===== config.mk =====
export PLATFORM = sky130hd
export DESIGN_NAME = sersq_top
export DESIGN_NICKNAME = d
export VERILOG_FILES = /design/src/rtl/sersq_pkg.sv /design/src/rtl/sersq_seq.sv /design/src/rtl/sersq_cfg.sv /design/src/rtl/sersq_cmd.sv /design/src/rtl/sersq_stat.sv /design/src/rtl/sersq_top.sv
export SDC_FILE = /design/constraint.sdc
export NUM_CORES = 1
export LEC_CHECK = 0
export BUFFER_PORTS_ARGS = -buffer_cell sky130_fd_sc_hd__buf_4
export CAP_MARGIN = 20
export CORE_AREA = 2 2 63 65
export DETAILED_ROUTE_END_ITERATION = 8
export DIE_AREA = 0 0 65 67
export HOLD_SLACK_MARGIN = 0.12
export PLACE_DENSITY = 0.83
export SLEW_MARGIN = 5
export SYNTH_ARGS = -nofsm -noshare
export SYNTH_HDL_FRONTEND = slang
export SYNTH_SLANG_ARGS = --single-unit

===== constraint.sdc =====
create_clock -name clk -period 3.6 [get_ports clk]
set_clock_uncertainty 0.1 [all_clocks]
set_input_delay 0.36 -clock clk [delete_from_list [all_inputs] [get_ports clk]]
set_output_delay 0.36 -clock clk [all_outputs]
set_load 0.005 [all_outputs]

===== src/rtl/sersq_pkg.sv =====
package sersq_pkg;

    localparam int unsigned BYTE_W = 8;
    localparam int unsigned DIV_W  = 2;

    typedef logic [BYTE_W-1:0] byte_t;

    typedef enum logic [1:0] {
        PH_MODE  = 2'd0,
        PH_SYNC1 = 2'd1,
        PH_SYNC2 = 2'd2,
        PH_CMD   = 2'd3
    } phase_e;

    // format word, bit 7 down to bit 0
    typedef struct packed {
        logic [1:0]       tail;      // stop length, or {single, ext} when synchronous
        logic             par_even;
        logic             par_en;
        logic [1:0]       len;
        logic [DIV_W-1:0] div;
    } mode_t;

    // command word, bit 7 down to bit 0
    typedef struct packed {
        logic hunt;
        logic soft_rst;
        logic rts;
        logic err_clr;
        logic brk;
        logic rx_en;
        logic dtr;
        logic tx_en;
    } cmd_t;

    // status byte, bit 7 down to bit 0
    typedef struct packed {
        logic dsr;
        logic syn_brk;
        logic frm_err;
        logic ovr_err;
        logic par_err;
        logic tx_empty;
        logic rx_rdy;
        logic tx_rdy;
    } stat_t;

    localparam mode_t MODE_RST = '0;

    function automatic logic is_sync(mode_t m);
        return m.div == '0;
    endfunction

    function automatic logic wants_one_sync(mode_t m);
        return m.tail[1];
    endfunction

endpackage


===== src/rtl/sersq_seq.sv =====
module sersq_seq
    import sersq_pkg::*;
(
    input  logic   clk,
    input  logic   rst,
    input  logic   ctrl_wr,
    input  logic   wr_sync_sel,   // incoming format word selects synchronous mode
    input  logic   wr_soft_rst,   // incoming command word requests internal reset
    input  logic   one_sync,      // latched format asks for one sync character
    output phase_e phase,
    output logic   ld_mode,
    output logic   ld_sync1,
    output logic   ld_sync2,
    output logic   ld_cmd
);

    phase_e phase_nx;

    always_comb begin
        ld_mode  = ctrl_wr && (phase == PH_MODE);
        ld_sync1 = ctrl_wr && (phase == PH_SYNC1);
        ld_sync2 = ctrl_wr && (phase == PH_SYNC2);
        ld_cmd   = ctrl_wr && (phase == PH_CMD);
    end

    always_comb begin
        phase_nx = phase;
        if (ctrl_wr) begin
            unique case (phase)
                PH_MODE:  phase_nx = wr_sync_sel ? PH_SYNC1 : PH_CMD;
                PH_SYNC1: phase_nx = one_sync ? PH_CMD : PH_SYNC2;
                PH_SYNC2: phase_nx = PH_CMD;
                PH_CMD:   phase_nx = wr_soft_rst ? PH_MODE : PH_CMD;
                default:  phase_nx = PH_MODE;
            endcase
        end
    end

    always_ff @(posedge clk) begin
        if (rst) phase <= PH_MODE;
        else     phase <= phase_nx;
    end

endmodule


===== src/rtl/sersq_cfg.sv =====
module sersq_cfg
    import sersq_pkg::*;
(
    input  logic  clk,
    input  logic  rst,
    input  logic  ld_mode,
    input  logic  ld_sync1,
    input  logic  ld_sync2,
    input  byte_t wr_data,
    output mode_t mode_q,
    output byte_t sync1_q,
    output byte_t sync2_q
);

    always_ff @(posedge clk) begin
        if (rst) begin
            mode_q  <= MODE_RST;
            sync1_q <= '0;
            sync2_q <= '0;
        end else begin
            if (ld_mode)  mode_q  <= mode_t'(wr_data);
            if (ld_sync1) sync1_q <= wr_data;
            if (ld_sync2) sync2_q <= wr_data;
        end
    end

endmodule


===== src/rtl/sersq_cmd.sv =====
module sersq_cmd
    import sersq_pkg::*;
(
    input  logic  clk,
    input  logic  rst,
    input  logic  ld_cmd,
    input  byte_t wr_data,
    input  logic  sync_mode,
    output logic  tx_en,
    output logic  rx_en,
    output logic  dtr_act,
    output logic  rts_act,
    output logic  brk_force,
    output logic  err_clr,
    output logic  hunt_req
);

    cmd_t c;
    assign c = cmd_t'(wr_data);

    always_ff @(posedge clk) begin
        if (rst) begin
            tx_en     <= 1'b0;
            rx_en     <= 1'b0;
            dtr_act   <= 1'b0;
            rts_act   <= 1'b0;
            brk_force <= 1'b0;
            err_clr   <= 1'b0;
            hunt_req  <= 1'b0;
        end else begin
            err_clr  <= 1'b0;
            hunt_req <= 1'b0;
            if (ld_cmd) begin
                if (c.soft_rst) begin
                    tx_en     <= 1'b0;
                    rx_en     <= 1'b0;
                    dtr_act   <= 1'b0;
                    rts_act   <= 1'b0;
                    brk_force <= 1'b0;
                end else begin
                    tx_en     <= c.tx_en;
                    rx_en     <= c.rx_en;
                    dtr_act   <= c.dtr;
                    rts_act   <= c.rts;
                    brk_force <= c.brk;
                    err_clr   <= c.err_clr;
                    hunt_req  <= c.hunt && sync_mode;
                end
            end
        end
    end

endmodule


===== src/rtl/sersq_stat.sv =====
module sersq_stat
    import sersq_pkg::*;
(
    input  logic  sel_ctrl,
    input  logic  tx_rdy,
    input  logic  rx_rdy,
    input  logic  tx_empty,
    input  logic  par_err,
    input  logic  ovr_err,
    input  logic  frm_err,
    input  logic  syn_brk,
    input  logic  dsr_act,
    input  byte_t rx_byte,
    output byte_t status,
    output byte_t rd_data
);

    stat_t s;

    always_comb begin
        s.tx_rdy   = tx_rdy;
        s.rx_rdy   = rx_rdy;
        s.tx_empty = tx_empty;
        s.par_err  = par_err;
        s.ovr_err  = ovr_err;
        s.frm_err  = frm_err;
        s.syn_brk  = syn_brk;
        s.dsr      = dsr_act;
        status     = byte_t'(s);
        rd_data    = sel_ctrl ? status : rx_byte;
    end

endmodule


===== src/rtl/sersq_top.sv =====
module sersq_top
    import sersq_pkg::*;
#(
    parameter bit PIN_ACT_LOW = 1'b1
) (
    input  logic       clk,
    input  logic       rst,
    input  logic       wr_en,
    input  logic       sel_ctrl,
    input  logic [7:0] wr_data,
    input  logic [7:0] rx_byte,
    input  logic       tx_rdy,
    input  logic       rx_rdy,
    input  logic       tx_empty,
    input  logic       par_err,
    input  logic       ovr_err,
    input  logic       frm_err,
    input  logic       syn_brk,
    input  logic       dsr_pin,
    output logic [7:0] rd_data,
    output logic [7:0] status,
    output logic       tx_wr,
    output logic [7:0] tx_byte,
    output logic       tx_en,
    output logic       rx_en,
    output logic       brk_force,
    output logic       err_clr,
    output logic       hunt_req,
    output logic       dtr_pin,
    output logic       rts_pin,
    output logic [1:0] clk_div,
    output logic [1:0] char_len,
    output logic       par_en,
    output logic       par_even,
    output logic [1:0] stop_len,
    output logic       ext_sync,
    output logic       single_sync,
    output logic [7:0] sync_chr1,
    output logic [7:0] sync_chr2
);

    logic   ctrl_wr, data_wr;
    logic   ld_mode, ld_sync1, ld_sync2, ld_cmd;
    logic   dtr_act, rts_act, dsr_act;
    phase_e phase;
    mode_t  mode_q;
    mode_t  wr_mode;
    cmd_t   wr_cmd;

    assign ctrl_wr = wr_en && sel_ctrl;
    assign data_wr = wr_en && !sel_ctrl;
    assign wr_mode = mode_t'(wr_data);
    assign wr_cmd  = cmd_t'(wr_data);

    sersq_seq u_seq (
        .clk         (clk),
        .rst         (rst),
        .ctrl_wr     (ctrl_wr),
        .wr_sync_sel (is_sync(wr_mode)),
        .wr_soft_rst (wr_cmd.soft_rst),
        .one_sync    (wants_one_sync(mode_q)),
        .phase       (phase),
        .ld_mode     (ld_mode),
        .ld_sync1    (ld_sync1),
        .ld_sync2    (ld_sync2),
        .ld_cmd      (ld_cmd)
    );

    sersq_cfg u_cfg (
        .clk      (clk),
        .rst      (rst),
        .ld_mode  (ld_mode),
        .ld_sync1 (ld_sync1),
        .ld_sync2 (ld_sync2),
        .wr_data  (wr_data),
        .mode_q   (mode_q),
        .sync1_q  (sync_chr1),
        .sync2_q  (sync_chr2)
    );

    sersq_cmd u_cmd (
        .clk       (clk),
        .rst       (rst),
        .ld_cmd    (ld_cmd),
        .wr_data   (wr_data),
        .sync_mode (is_sync(mode_q)),
        .tx_en     (tx_en),
        .rx_en     (rx_en),
        .dtr_act   (dtr_act),
        .rts_act   (rts_act),
        .brk_force (brk_force),
        .err_clr   (err_clr),
        .hunt_req  (hunt_req)
    );

    sersq_stat u_stat (
        .sel_ctrl (sel_ctrl),
        .tx_rdy   (tx_rdy),
        .rx_rdy   (rx_rdy),
        .tx_empty (tx_empty),
        .par_err  (par_err),
        .ovr_err  (ovr_err),
        .frm_err  (frm_err),
        .syn_brk  (syn_brk),
        .dsr_act  (dsr_act),
        .rx_byte  (rx_byte),
        .status   (status),
        .rd_data  (rd_data)
    );

    // pin polarity variant
    generate
        if (PIN_ACT_LOW) begin : g_pin_low
            assign dtr_pin = ~dtr_act;
            assign rts_pin = ~rts_act;
            assign dsr_act = ~dsr_pin;
        end else begin : g_pin_high
            assign dtr_pin = dtr_act;
            assign rts_pin = rts_act;
            assign dsr_act = dsr_pin;
        end
    endgenerate

    // transmitter load path
    always_ff @(posedge clk) begin
        if (rst) begin
            tx_wr   <= 1'b0;
            tx_byte <= '0;
        end else begin
            tx_wr <= data_wr;
            if (data_wr) tx_byte <= wr_data;
        end
    end

    assign clk_div     = mode_q.div;
    assign char_len    = mode_q.len;
    assign par_en      = mode_q.par_en;
    assign par_even    = mode_q.par_even;
    assign stop_len    = mode_q.tail;
    assign ext_sync    = mode_q.tail[0];
    assign single_sync = mode_q.tail[1];

    logic phase_unused;
    assign phase_unused = ^phase;

endmodule


# ---- After elaboration in Yosys (flattened, before gate mapping)
# Index checks and enable logic that the tools add are counted.
dict set report op_classes {
  eq_ne 3
  bitwise_logic 4
  n_reduce_logical 12
  n_mux 10
}
# cell n
set op_table {}
lappend op_table {{two-way mux 8 bit} 1}
lappend op_table {{one-hot mux 2 bit (4 select lines)} 1}
lappend op_table {{logical AND 1 bit} 7}
lappend op_table {{logical NOT 2 bit} 3}
lappend op_table {{two-way mux 1 bit} 6}
lappend op_table {{== test 2 bit (second input constant)} 2}
lappend op_table {{two-way mux 2 bit} 2}
lappend op_table {{NOT 1 bit} 4}
lappend op_table {{OR reduction 3 bit} 1}
lappend op_table {{== test 2 x 1 -> 1 bit (second input constant)} 1}
lappend op_table {{logical NOT 1 bit} 1}
dict set report totals {
  word_cells 46
  input_bits 28
  regBits 42
}

# ---- Depth between registers and ports, before layout
dict set report depth {
  depth_word 4
  depth_mapped 5
  depth_no_buf 3
}

# ---- Cells and area by module
# Synthesis repeated with hierarchy kept, for this count alone.
dict set report hier_totals {
  cells_unflattened 178
  hier_area_um2 1856.8
}
# mod instances area_each_um2 cells_each
set by_module_without_submodules {}
lappend by_module_without_submodules {sersq_cfg 1 859.6 77}
lappend by_module_without_submodules {sersq_top 1 424.2 44}
lappend by_module_without_submodules {sersq_cmd 1 264.0 26}
lappend by_module_without_submodules {sersq_stat 1 191.4 17}
lappend by_module_without_submodules {sersq_seq 1 117.6 14}

# ---- Worst setup path before layout
# Ideal clock, no wire load.
dict set report synth_timing {
  kind {input to output}
  startpoint {input sel_ctrl}
  endpoint {output rd_data[0]}
  arrival_time_ns 1.025
  setup_slack_ns 2.115
  cell_stages 3
  required_time_ns 3.140
  n_path_buf 2
  cell_sequence {buf_2 buf_4 mux2_2}
}
dict set report synth_via {
  elab_chain_len 1
}
# item line
set synth_rtl {}
lappend synth_rtl {{start: declaration} sersq_top.sv:9} ;# input logic sel_ctrl,
lappend synth_rtl {{two-way mux 8 bit} sersq_stat.sv:30} ;# rd_data = sel_ctrl ? status : rx_byte;
lappend synth_rtl {{end: declaration} sersq_top.sv:20} ;# output logic [7:0] rd_data,
# Every way passes these cells.

# ---- Final worst setup path
# Same ends and word-level chain as after synthesis.

==> results by group <==
Run status
  – Status: finished clean

Detailed routing
  – Uppermost layer routed: met4
  – Final WL: ~4300 um
  – M1 wire length: between 1500 and 2000 um
  – Iteration-0 DRC Markers: 103
  – Wire per inst: between 10 and 15 um
  – DRT antenna net count: 0
  – Detailed-route DRC error count: 0
  – Via density: between 5 and 6
  – Via count: 1637
  – DRT Pass-1 Iters: 4
  – Met2 wire len: 2140 um
  – Met3 wire len: 307 um

Clocking
  – Post_cts resized: 0
  – Clock Latency Late Sink: between 200 and 300 ps
  – H-tree lvl count: 2
  – Total CTS buffers: 5
  – Deepest clock path buffer count: 2
  – Worst-path clk slew: ~80 ps
  – Num Clock Sinks: between 40 and 50
  – CTS tree: built
  – Post-CTS setup buffers: 0
  – CTS Root Cell: clkbuf_8
  – Hold buffers post-CTS: 0

Critical path
  – Setup CP Type: in2out
  – Worst EP required: 3140 ps
  – Setup crit start: sel_ctrl
  – Crit. End Element: output pin
  – Worst flop-to-flop path startpoint: u_seq.phase[1]
  – Arr. time, crit path: around 1100 ps
  – CP Max Fanout: 20
  – Flop2flop setup slack: 2060 ps
  – Startpoint Class: input port

Yosys
  – Avg Cell Area, Syn: roughly 8.5 um^2
  – Seq cells post-synth: 42
  – Main flop type after synthesis: dfxtp_1
  – Post-Syn Instances: between 200 and 250
  – Fraction of registers with async set or reset after synthesis: 0
  – Mapped Area: between 1500 and 2000 um^2
  – Sequential share of the synthesized area: 0.480
  – Number of distinct library cells after synthesis: 26
  – Yosys warnings: 0
  – Number of synthesized flops with an enable pin: 0
  – Post-Syn Nets: approximately 230

Power
  – Leakage: between 0.001 and 0.0015 uW
  – Comb power frac: 0.132
  – Clock Power Share: 0.360
  – Sw Pwr: around 220 uW
  – Pint: between 700 and 800 uW
  – Switching Share: 0.230
  – PD cells: between 400 and 500 nW/um^2
  – Peak VDD IR: roughly 0.00023 V
  – Reg power frac: 0.508

Place
  – Pre-CTS setup slack: 1940 ps
  – Cell count after placement: around 310
  – IO buf count: 85
  – Gpl congestion: between 0.7 and 0.8
  – Post-DP HPWL: 3100 um

Die
  – Die width: between 60 and 70 um
  – Row count: 22
  – Top-level port count: 86
  – Die height: between 60 and 70 um
  – Die Area: 4360 um^2
  – Core area: between 3000 and 4000 um^2
  – Initial Util: 0.485

STA
  – Tmin final: ~1500 ps
  – Max-slew violation count: 0
  – Final Hold Vio Count: 0
  – Tightest Pin Transition: 519 ps
  – Slew headroom: 0.653
  – # setup viols final: 0
  – Unrepaired setup endpoints after global routing: no
  – Fin Hold WS: approximately 210 ps
  – Setup TNS: 0 ps
  – Setup slack after layout: 2060 ps
  – Final period util: 0.428
  – Max Clk Rate: roughly 0.65 GHz

Finish
  – Cell Count, Final, Fillers Out: 322
  – Fill cells: roughly 340
  – Finished Core Util: 0.665
  – Layout cells sized above 1: 0.372
  – Final #Nets: ~300
  – Multi-input gate area: about 730 um^2
  – N_diodes: 0
  – Most common cell after layout, fill and taps aside: buf_4
  – Layout area overhead: 37.0%
  – FF/Latch Area: between 800 and 900 um^2
  – Commonest non-fill, non-tap cells in the layout: buf_4 (85), nand2_1 (55), dfxtp_1 (42)

Global routing
  – Initial antenna violation count: 0
  – Largest net degree at the start of global routing: 43
  – Gr usage total: 0.207
  – Vias in the first global route: 1502
  – First-pass GRT wire length: around 6800 um
  – GR Overflow Total: 0

Run
  – Max_cap viols: 0

Hold path
  – Hold_sp: wr_data[6]
  – Worst hold path type: in2reg
cell type report:
cell class / count / area share
clock buffer: 8 / 0.0459
inverter: 4 / 0.00626
multi-input combinational: 135 / 0.306
sequential: 42 / 0.351
tap: 48 / 0.0251
timing repair buffer: 85 / 0.266
flip-flops by register name, indices dropped and copies added (netlist names):
register and cells:
u_cmd.dtr_act 1, u_seq.phase 2, u_cmd.brk_force 1, u_cmd.rx_en 1, u_cfg.sync2_q 8, u_cfg.sync1_q 8, tx_wr 1, u_cmd.rts_act 1
u_cmd.hunt_req 1, u_cmd.tx_en 1, u_cmd.err_clr 1, u_cfg.mode_q 8, tx_byte 8
path summary, 6_finish.rpt:
path	end	depth (start not counted)
worst max-delay path	rd_data[0]	3
worst min-delay path	u_cmd.hunt_req	2
worst max register to register	u_cfg.mode_q[5]	3
worst min register to register	u_cfg.sync1_q[5]	2
logic make-up after synthesis:
| family | synth area share |
|---|---|
| multiplexers | 0.0972 |
| buffers and inverters | 0.101 |
| AO/OA/AOI/OAI | 0.0958 |
| flip-flops | 0.480 |
| AND/OR/NAND/NOR | 0.226 |
critical path, cell delays in order:
cell and delay (ps):
buf_4 210, mux2_2 370, buf_4 140
power by group through the flow:
stage               clock network (uW)  logic, uW  registers, uW
finish                             346        127            489
global route                       370        138            490
CTS                                353        128            488
detailed placement                   0        127            500
global placement                     0        125            499
floorplan                            0       66.8            497
Yosys cell counts (2+ instances only):
library cell / instances / share of area
clkbuf_1: 5 / 0.011
nor3_1: 2 / 0.0057
nor2b_1: 2 / 0.0071
nand3_1: 6 / 0.017
a21oi_1: 31 / 0.089
inv_1: 4 / 0.0086
nand2_1: 55 / 0.12
and4b_1: 2 / 0.011
mux2i_1: 8 / 0.046
mux2_2: 8 / 0.051
dfxtp_1: 42 / 0.48
buf_6: 2 / 0.013
buf_2: 6 / 0.017
nor2_1: 10 / 0.021
buf_4: 12 / 0.051
per-stage QoR:
stage	area (um^2)	total power, uW
global route	2400	998
finish	2400	962
CTS	2400	970
floorplan	1750	563
global placement	2290	624
detailed placement	2290	627
per-layer routing:
metal	vias up	GRT usage
met2	75	0.360
met3	4	0.0473
met1	751	0.243
li1	807	-
met5	-	0
met4	0	0.0878
Power figures use the tool's default switching activity.
